==> config.mk <==
export PLATFORM = sky130hd
export DESIGN_NAME = dual_capture_timer
export DESIGN_NICKNAME = d
export VERILOG_FILES = /design/src/rtl/dual_capture_timer.sv
export SDC_FILE = /design/constraint.sdc
export NUM_CORES = 1
export LEC_CHECK = 0
export BUFFER_PORTS_ARGS = -buffer_cell sky130_fd_sc_hd__clkbuf_2
export CORE_ASPECT_RATIO = 1.75
export CORE_MARGIN = 8
export CORE_UTILIZATION = 35
export DETAILED_ROUTE_END_ITERATION = 16
export GPL_TIMING_DRIVEN = 0
export PLACE_DENSITY_LB_ADDON = 0.2
export SYNTH_ARGS = -nofsm -noshare
export SYNTH_HDL_FRONTEND = slang
export SYNTH_SLANG_ARGS = --single-unit
export TNS_END_PERCENT = 100
==> constraint.sdc <==
create_clock -name clk -period 2.64 [get_ports clk]
set_input_delay 0.132 -clock clk [delete_from_list [all_inputs] [get_ports clk]]
set_output_delay 0.132 -clock clk [all_outputs]
set_load 0.01 [all_outputs]
==> src/rtl/dual_capture_timer.sv <==
module dual_capture_timer (
  input  logic       clk,
  input  logic       rst_n,
  input  logic       tick_en,
  input  logic       ext_clk,
  input  logic [1:0] cap_in,
  input  logic [3:0] bus_addr,
  input  logic       bus_wr,
  input  logic       bus_rd,
  input  logic [7:0] bus_wdata,
  output logic [7:0] bus_rdata,
  output logic [2:0] irq
);
  localparam logic [3:0] A_CTRL = 4'd0, A_STAT = 4'd1, A_IEN = 4'd2;
  localparam logic [3:0] A_TLO = 4'd3, A_THI = 4'd4, A_C0L = 4'd5, A_C0H = 4'd6;
  localparam logic [3:0] A_C1L = 4'd7, A_C1H = 4'd8;

  logic [7:0]  ctrl;
  logic [2:0]  ien;
  logic [15:0] tmr;
  logic        tflag;
  logic [15:0] cap [2];
  logic [3:0]  psc [2];
  logic [1:0]  cflag, unread, rdl, rdh, movf, vovf;
  logic [2:0]  s1, s2, s3;
  logic [1:0]  ev, act, lo_hit, hi_hit, comp, pdone, sel_chg;

  wire run     = ctrl[0];
  wire src_ext = ctrl[1];
  wire dual    = ctrl[2];

  wire [2:0] rise = s2 & ~s3;
  wire [1:0] fall = s3[1:0] & ~s2[1:0];

  wire wr_ctrl = bus_wr && bus_addr == A_CTRL;
  wire wr_stat = bus_wr && bus_addr == A_STAT;
  wire wr_ien  = bus_wr && bus_addr == A_IEN;
  wire wr_tlo  = bus_wr && bus_addr == A_TLO;
  wire wr_thi  = bus_wr && bus_addr == A_THI;
  wire tmr_wr  = wr_tlo || wr_thi;

  wire [15:0] top = dual ? 16'hFFFF : cap[0];
  wire inc  = run && (src_ext ? rise[2] : tick_en);
  wire wrap = inc && !tmr_wr && tmr == top;

  always_ff @(posedge clk or negedge rst_n)
    if (!rst_n) begin
      s1 <= '0; s2 <= '0; s3 <= '0;
    end else begin
      s1 <= {ext_clk, cap_in};
      s2 <= s1;
      s3 <= s2;
    end

  always_comb
    for (int c = 0; c < 2; c++) begin
      act[c]   = (c == 1) || dual;
      pdone[c] = psc[c] == (ctrl[4+2*c] ? 4'd15 : 4'd3);
      case (ctrl[4+2*c +: 2])
        2'b00:   ev[c] = fall[c];
        2'b01:   ev[c] = rise[c];
        default: ev[c] = rise[c] && pdone[c];
      endcase
      ev[c]      = ev[c] && act[c];
      sel_chg[c] = wr_ctrl && bus_wdata[4+2*c +: 2] != ctrl[4+2*c +: 2];
      lo_hit[c]  = bus_rd && act[c] && bus_addr == 4'(5 + 2*c);
      hi_hit[c]  = bus_rd && act[c] && bus_addr == 4'(6 + 2*c);
      comp[c]    = (rdl[c] | lo_hit[c]) & (rdh[c] | hi_hit[c]) & (lo_hit[c] | hi_hit[c]);
    end

  always_ff @(posedge clk or negedge rst_n)
    if (!rst_n) begin
      ctrl <= '0; ien <= '0; tmr <= '0; tflag <= 1'b0;
      cflag <= '0; unread <= '0; rdl <= '0; rdh <= '0; movf <= '0; vovf <= '0;
      for (int c = 0; c < 2; c++) begin
        cap[c] <= '0;
        psc[c] <= '0;
      end
    end else begin
      if (wr_ctrl) ctrl <= bus_wdata;
      if (wr_ien)  ien  <= bus_wdata[2:0];

      if (wr_tlo)      tmr[7:0]  <= bus_wdata;
      else if (wr_thi) tmr[15:8] <= bus_wdata;
      else if (inc)    tmr <= (tmr == top) ? 16'h0 : tmr + 16'h1;

      if (wrap)                         tflag <= 1'b1;
      else if (wr_stat && bus_wdata[0]) tflag <= 1'b0;

      for (int c = 0; c < 2; c++) begin
        if (sel_chg[c])                       psc[c] <= '0;
        else if (rise[c] && ctrl[5+2*c])      psc[c] <= pdone[c] ? 4'd0 : psc[c] + 4'd1;

        if (comp[c]) begin
          vovf[c] <= movf[c];
          movf[c] <= 1'b0;
          rdl[c] <= 1'b0; rdh[c] <= 1'b0;
          unread[c] <= 1'b0;
        end else begin
          if (lo_hit[c]) rdl[c] <= 1'b1;
          if (hi_hit[c]) rdh[c] <= 1'b1;
        end

        if (ev[c]) begin
          cflag[c] <= 1'b1;
          if (unread[c]) movf[c] <= 1'b1;
          else begin
            cap[c] <= tmr;
            unread[c] <= 1'b1;
            rdl[c] <= 1'b0; rdh[c] <= 1'b0;
          end
        end else if (wr_stat && bus_wdata[1+c]) cflag[c] <= 1'b0;

        if (c == 0 && !dual && bus_wr && bus_addr == A_C0L) cap[c][7:0]  <= bus_wdata;
        if (c == 0 && !dual && bus_wr && bus_addr == A_C0H) cap[c][15:8] <= bus_wdata;
      end
    end

  always_comb
    case (bus_addr)
      A_CTRL:  bus_rdata = ctrl;
      A_STAT:  bus_rdata = {2'b00, vovf, 1'b0, cflag, tflag};
      A_IEN:   bus_rdata = {5'b0, ien};
      A_TLO:   bus_rdata = tmr[7:0];
      A_THI:   bus_rdata = tmr[15:8];
      A_C0L:   bus_rdata = cap[0][7:0];
      A_C0H:   bus_rdata = cap[0][15:8];
      A_C1L:   bus_rdata = cap[1][7:0];
      A_C1H:   bus_rdata = cap[1][15:8];
      default: bus_rdata = 8'h00;
    endcase

  assign irq = {cflag, tflag} & ien;


  cap_keep_chk: assert property (@(posedge clk) disable iff (!rst_n)
    unread[1] |=> $stable(cap[1]));


  hidden_ovf_chk: assert property (@(posedge clk) disable iff (!rst_n)
    $rose(movf[0]) |-> $past(unread[0]));


  tflag_hold_chk: assert property (@(posedge clk) disable iff (!rst_n)
    tflag && !(wr_stat && bus_wdata[0]) |=> tflag);


  full_wrap_chk: assert property (@(posedge clk) disable iff (!rst_n)
    dual && inc && !tmr_wr && tmr == 16'hFFFF |=> tmr == 16'h0000 && tflag);


  stop_hold_chk: assert property (@(posedge clk) disable iff (!rst_n)
    !run && !tmr_wr |=> $stable(tmr));


  vis_ovf_chk: assert property (@(posedge clk) disable iff (!rst_n)
    !$stable(vovf) |-> $past(bus_rd));
endmodule

==> results.json <==
{
  "h-tree-depth": 3,
  "cp.arrival_ns": 2.80,
  "timing.final.crit_share_pct": 97.3,
  "whs_path_depth": 3,
  "fin_util_pct": 40.6,
  "setup_slack_ns": 0.0708,
  "place.gp.congestion": 0.887,
  "drt-pass1-iter-count": 6,
  "syn-cell-area_um2": 5200,
  "power_leakage_uw": 0.00256,
  "start_util_pct": 35.4,
  "grt_use_total_pct": 18.4,
  "synth_seq_cells": 89,
  "ant_nets": 0,
  "worst_hold_startpoint": "bus_rd",
  "nets": 625,
  "wl_met2_um": 9150,
  "port_buffers": 26,
  "vias": 4697,
  "synth_cells": 558,
  "pwr-share-clk_pct": 25.2,
  "p_seq_share_pct": 43.7,
  "synth_area_leaders": "dfrtp_1 (43%), mux2_2 (6.9%), nand2_1 (4.4%)",
  "dieArea_um2": 19200,
  "layout.cells.non_filler": 789,
  "holdPathEnd": "rdh[1]",
  "cp-end-kind": "flop",
  "hold_viol": 0,
  "drt_wl_total_um": 17300,
  "cp_top_family": "compound AO/OA/AOI/OAI gates",
  "crit_fanout": 10,
  "coreArea_um2": 14700,
  "dpl.hpwl_um": 13100,
  "seq_area_frac_synth_pct": 42.8,
  "synth_edf_count": 0,
  "ir_worst_vdd_mv": 0.330,
  "clkTransAtPathRegs_ns": 0.07,
  "required_ns": 2.87,
  "antenna_found_initial": 0,
  "antennaDiodeCount": 0,
  "r2r_end": "tmr[2]",
  "dp_slack_ns": -0.168,
  "worstMarginPinSlew_ns": 1.12,
  "fmax_mhz": 389,
  "min_period_ns": 2.57,
  "grt_pass1_vias": 4742,
  "power.density_nw_per_um2": 877,
  "drive_gt1_share_pct": 17.8,
  "routedWlPerCell_um": 22.0,
  "critPathBufInv": 3,
  "fillCellCount": 1457,
  "wl_met3_um": 763,
  "p_int_uw": 3280,
  "topRoutingLayerUsed": "met4",
  "grt_max_degree": 51,
  "worstPathCellList": "buf_2 -> nor4b_1 -> a22oi_1 -> a22oi_2 -> o221ai_2 -> nor4_4 -> buf_4 -> buf_6 -> o31ai_1 -> a221o_1",
  "synth_top_area_share_pct": 42.8,
  "drc": 0,
  "dieHeight_um": 177,
  "worst_setup_path_start_kind": "flop",
  "grt_pass1_wl_um": 26700,
  "p_sw_share_pct": 37.3,
  "met1_length_um": 6430,
  "syn_avg_cell_area_um2": 9.32,
  "finClkSkew_ns": 0.00630,
  "ff2ff_path_depth": 10,
  "placed_cells": 768,
  "hold_class": "in2reg",
  "cts_buffers": 9,
  "rsz0062_at_grt": "true",
  "max_stage_delay_ns": 0.34,
  "grt_overflow": 0,
  "setup_viol": 0,
  "cts_buffer_depth": 2,
  "yosysWarnings": 0,
  "p_sw_uw": 1950,
  "cts_root_buf": "clkbuf_16",
  "synth_ff_type": "dfrtp_1",
  "rows": 59,
  "yosys.area.top_type": "dfrtp_1",
  "total_power_uw": 5230,
  "slowest_stage": "nor4b_1",
  "cts.sinks": 89,
  "avgViaCountPerCell": 5.95,
  "drv_slew": 0,
  "synth.distinct_cells": 57,
  "combPwrFrac_pct": 31.1,
  "synth_fp_nets": 581,
  "status": "finished, final reports clean",
  "fp.dieW_um": 108,
  "synthToLayoutAreaGrowth_pct": 14.7,
  "async_reset_ff_share_pct": 100,
  "dr.first_iter.drc_count": 324,
  "worstSkewPairLatency_ns": 0.35,
  "reg2reg_slack_ns": 0.07,
  "slew_headroom_pct": 24.9,
  "maxCapViolCount": 0,
  "cts_tree": "built",
  "criticalPathCategory": "reg2reg",
  "io_pins": 31,
  "r2r-start": "tmr[3]"
}
worst max path at each step:
stage	startpoint	cells past startpoint	end	slack, ns
CTS	tmr[3]	8	tmr[10]	0.01
detailed placement	tmr[7]	8	tmr[10]	-0.17
finish	tmr[3]	10	tmr[2]	0.07
floorplan	tmr[15]	9	tmr[6]	0.38
global route	tmr[0]	10	tmr[2]	-0.01
global placement	tmr[7]	8	tmr[10]	-0.14
synth_stat cells (all sizes together), types with 4 or more instances:
library cell / count
o31ai: 8
nor4b: 7
a21oi: 34
a22oi: 13
nor2b: 11
a221oi: 4
mux2i: 18
and3: 11
inv: 10
xor2: 4
nor2: 41
dfrtp: 89
nor3: 14
or4: 4
buf: 17
nand4: 8
o21ai: 27
nand2b: 5
xnor2: 8
clkbuf: 26
a31oi: 13
o22ai: 5
nand2: 61
a221o: 10
and2: 6
nor4: 4
mux2: 32
nand3: 26
or3: 8
layout make-up:
class                      instances  area [um^2]  share of cell area, %
multi-input combinational        416         2750                   46.2
timing repair buffer              33          215                   3.61
clock inverter                     6         67.6                   1.13
inverter                          10         37.5                  0.629
clock buffer                       9          225                   3.78
buffer                            43          210                   3.52
tap                              183          229                   3.84
sequential                        89         2230                   37.3
state kept, by name, indices dropped and copies added, names as in the netlist:
register	cells
cflag	2
rdh	2
s3	3
cap	32
rdl	2
ctrl	8
movf	2
unread	2
ien	3
psc	8
tmr	16
vovf	2
tflag	1
s1	3
s2	3
cells by family (layout without fill, tap and decap cells):
family | Yosys count | count (layout) | synth area share, %
and+or+nand+nor | 215 | 215 | 21.4
AOI/OAI and AO/OA | 134 | 134 | 17.2
DFF | 89 | 89 | 42.8
buffers and inverters | 53 | 101 | 4.67
muxes | 52 | 52 | 11.3
xor gates and xnor gates | 12 | 12 | 2.02
adders and majority gates | 3 | 3 | 0.722
power by group through the flow:
stage          Sequential (uW)  Combinational [uW]  Clock [uW]
2_1_floorplan             2110                1170           0
3_3_place_gp              2260                1530           0
3_5_place_dp              2300                1600           0
4_1_cts                   2280                1610        1340
5_1_grt                   2330                1790        1390
6_report                  2290                1630        1320
placed cells by master, fill, tap and decap left out, drive strengths merged, types with 6 or more instances in the layout:
cell	count
o31ai	8
mux2	32
a221o	10
buf	19
nor3	14
nand4	8
a21oi	34
dfrtp	89
or3	8
nand3	26
nand2	61
and3	11
mux2i	18
a31oi	13
xnor2	8
nor4b	7
nor2b	11
o21ai	27
nor2	41
inv	12
and2	6
a22oi	13
clkbuf	62
worst min-delay path: stages:
cell	delay, ns
clkbuf_2	0.13
a21oi_1	0.15
nor3_1	0.06
routing by layer:
layer / up-vias / GRT usage (%)
met2: 188 / 32.5
met5: - / 0
met1: 2308 / 19.4
met4: 0 / 12.3
li1: 2137 / -
met3: 64 / 2.99
metrics by stage:
step           setup TNS (ns)  hold WS [ns]  instance area (um^2)
2_1_floorplan               0        -0.164                  5200
3_3_place_gp            -1.59         0.241                  5560
3_5_place_dp            -2.36         0.205                  5590
4_1_cts                     0         0.150                  5950
5_1_grt               -0.0138         0.177                  5970
6_report                    0         0.155                  5970
repair_timing:
| action | 4_1_cts | 5_1_grt |
|---|---|---|
| endpoints found under the setup margin | 25 | 23 |
| pin swaps | 1 | 0 |
| gates resized for setup | 3 | 7 |
| hold buffers | 4 | 0 |
| buffers inserted | 2 | 0 |
| hold endpoints to repair | 42 | 0 |
Power figures use the tool's default switching activity.
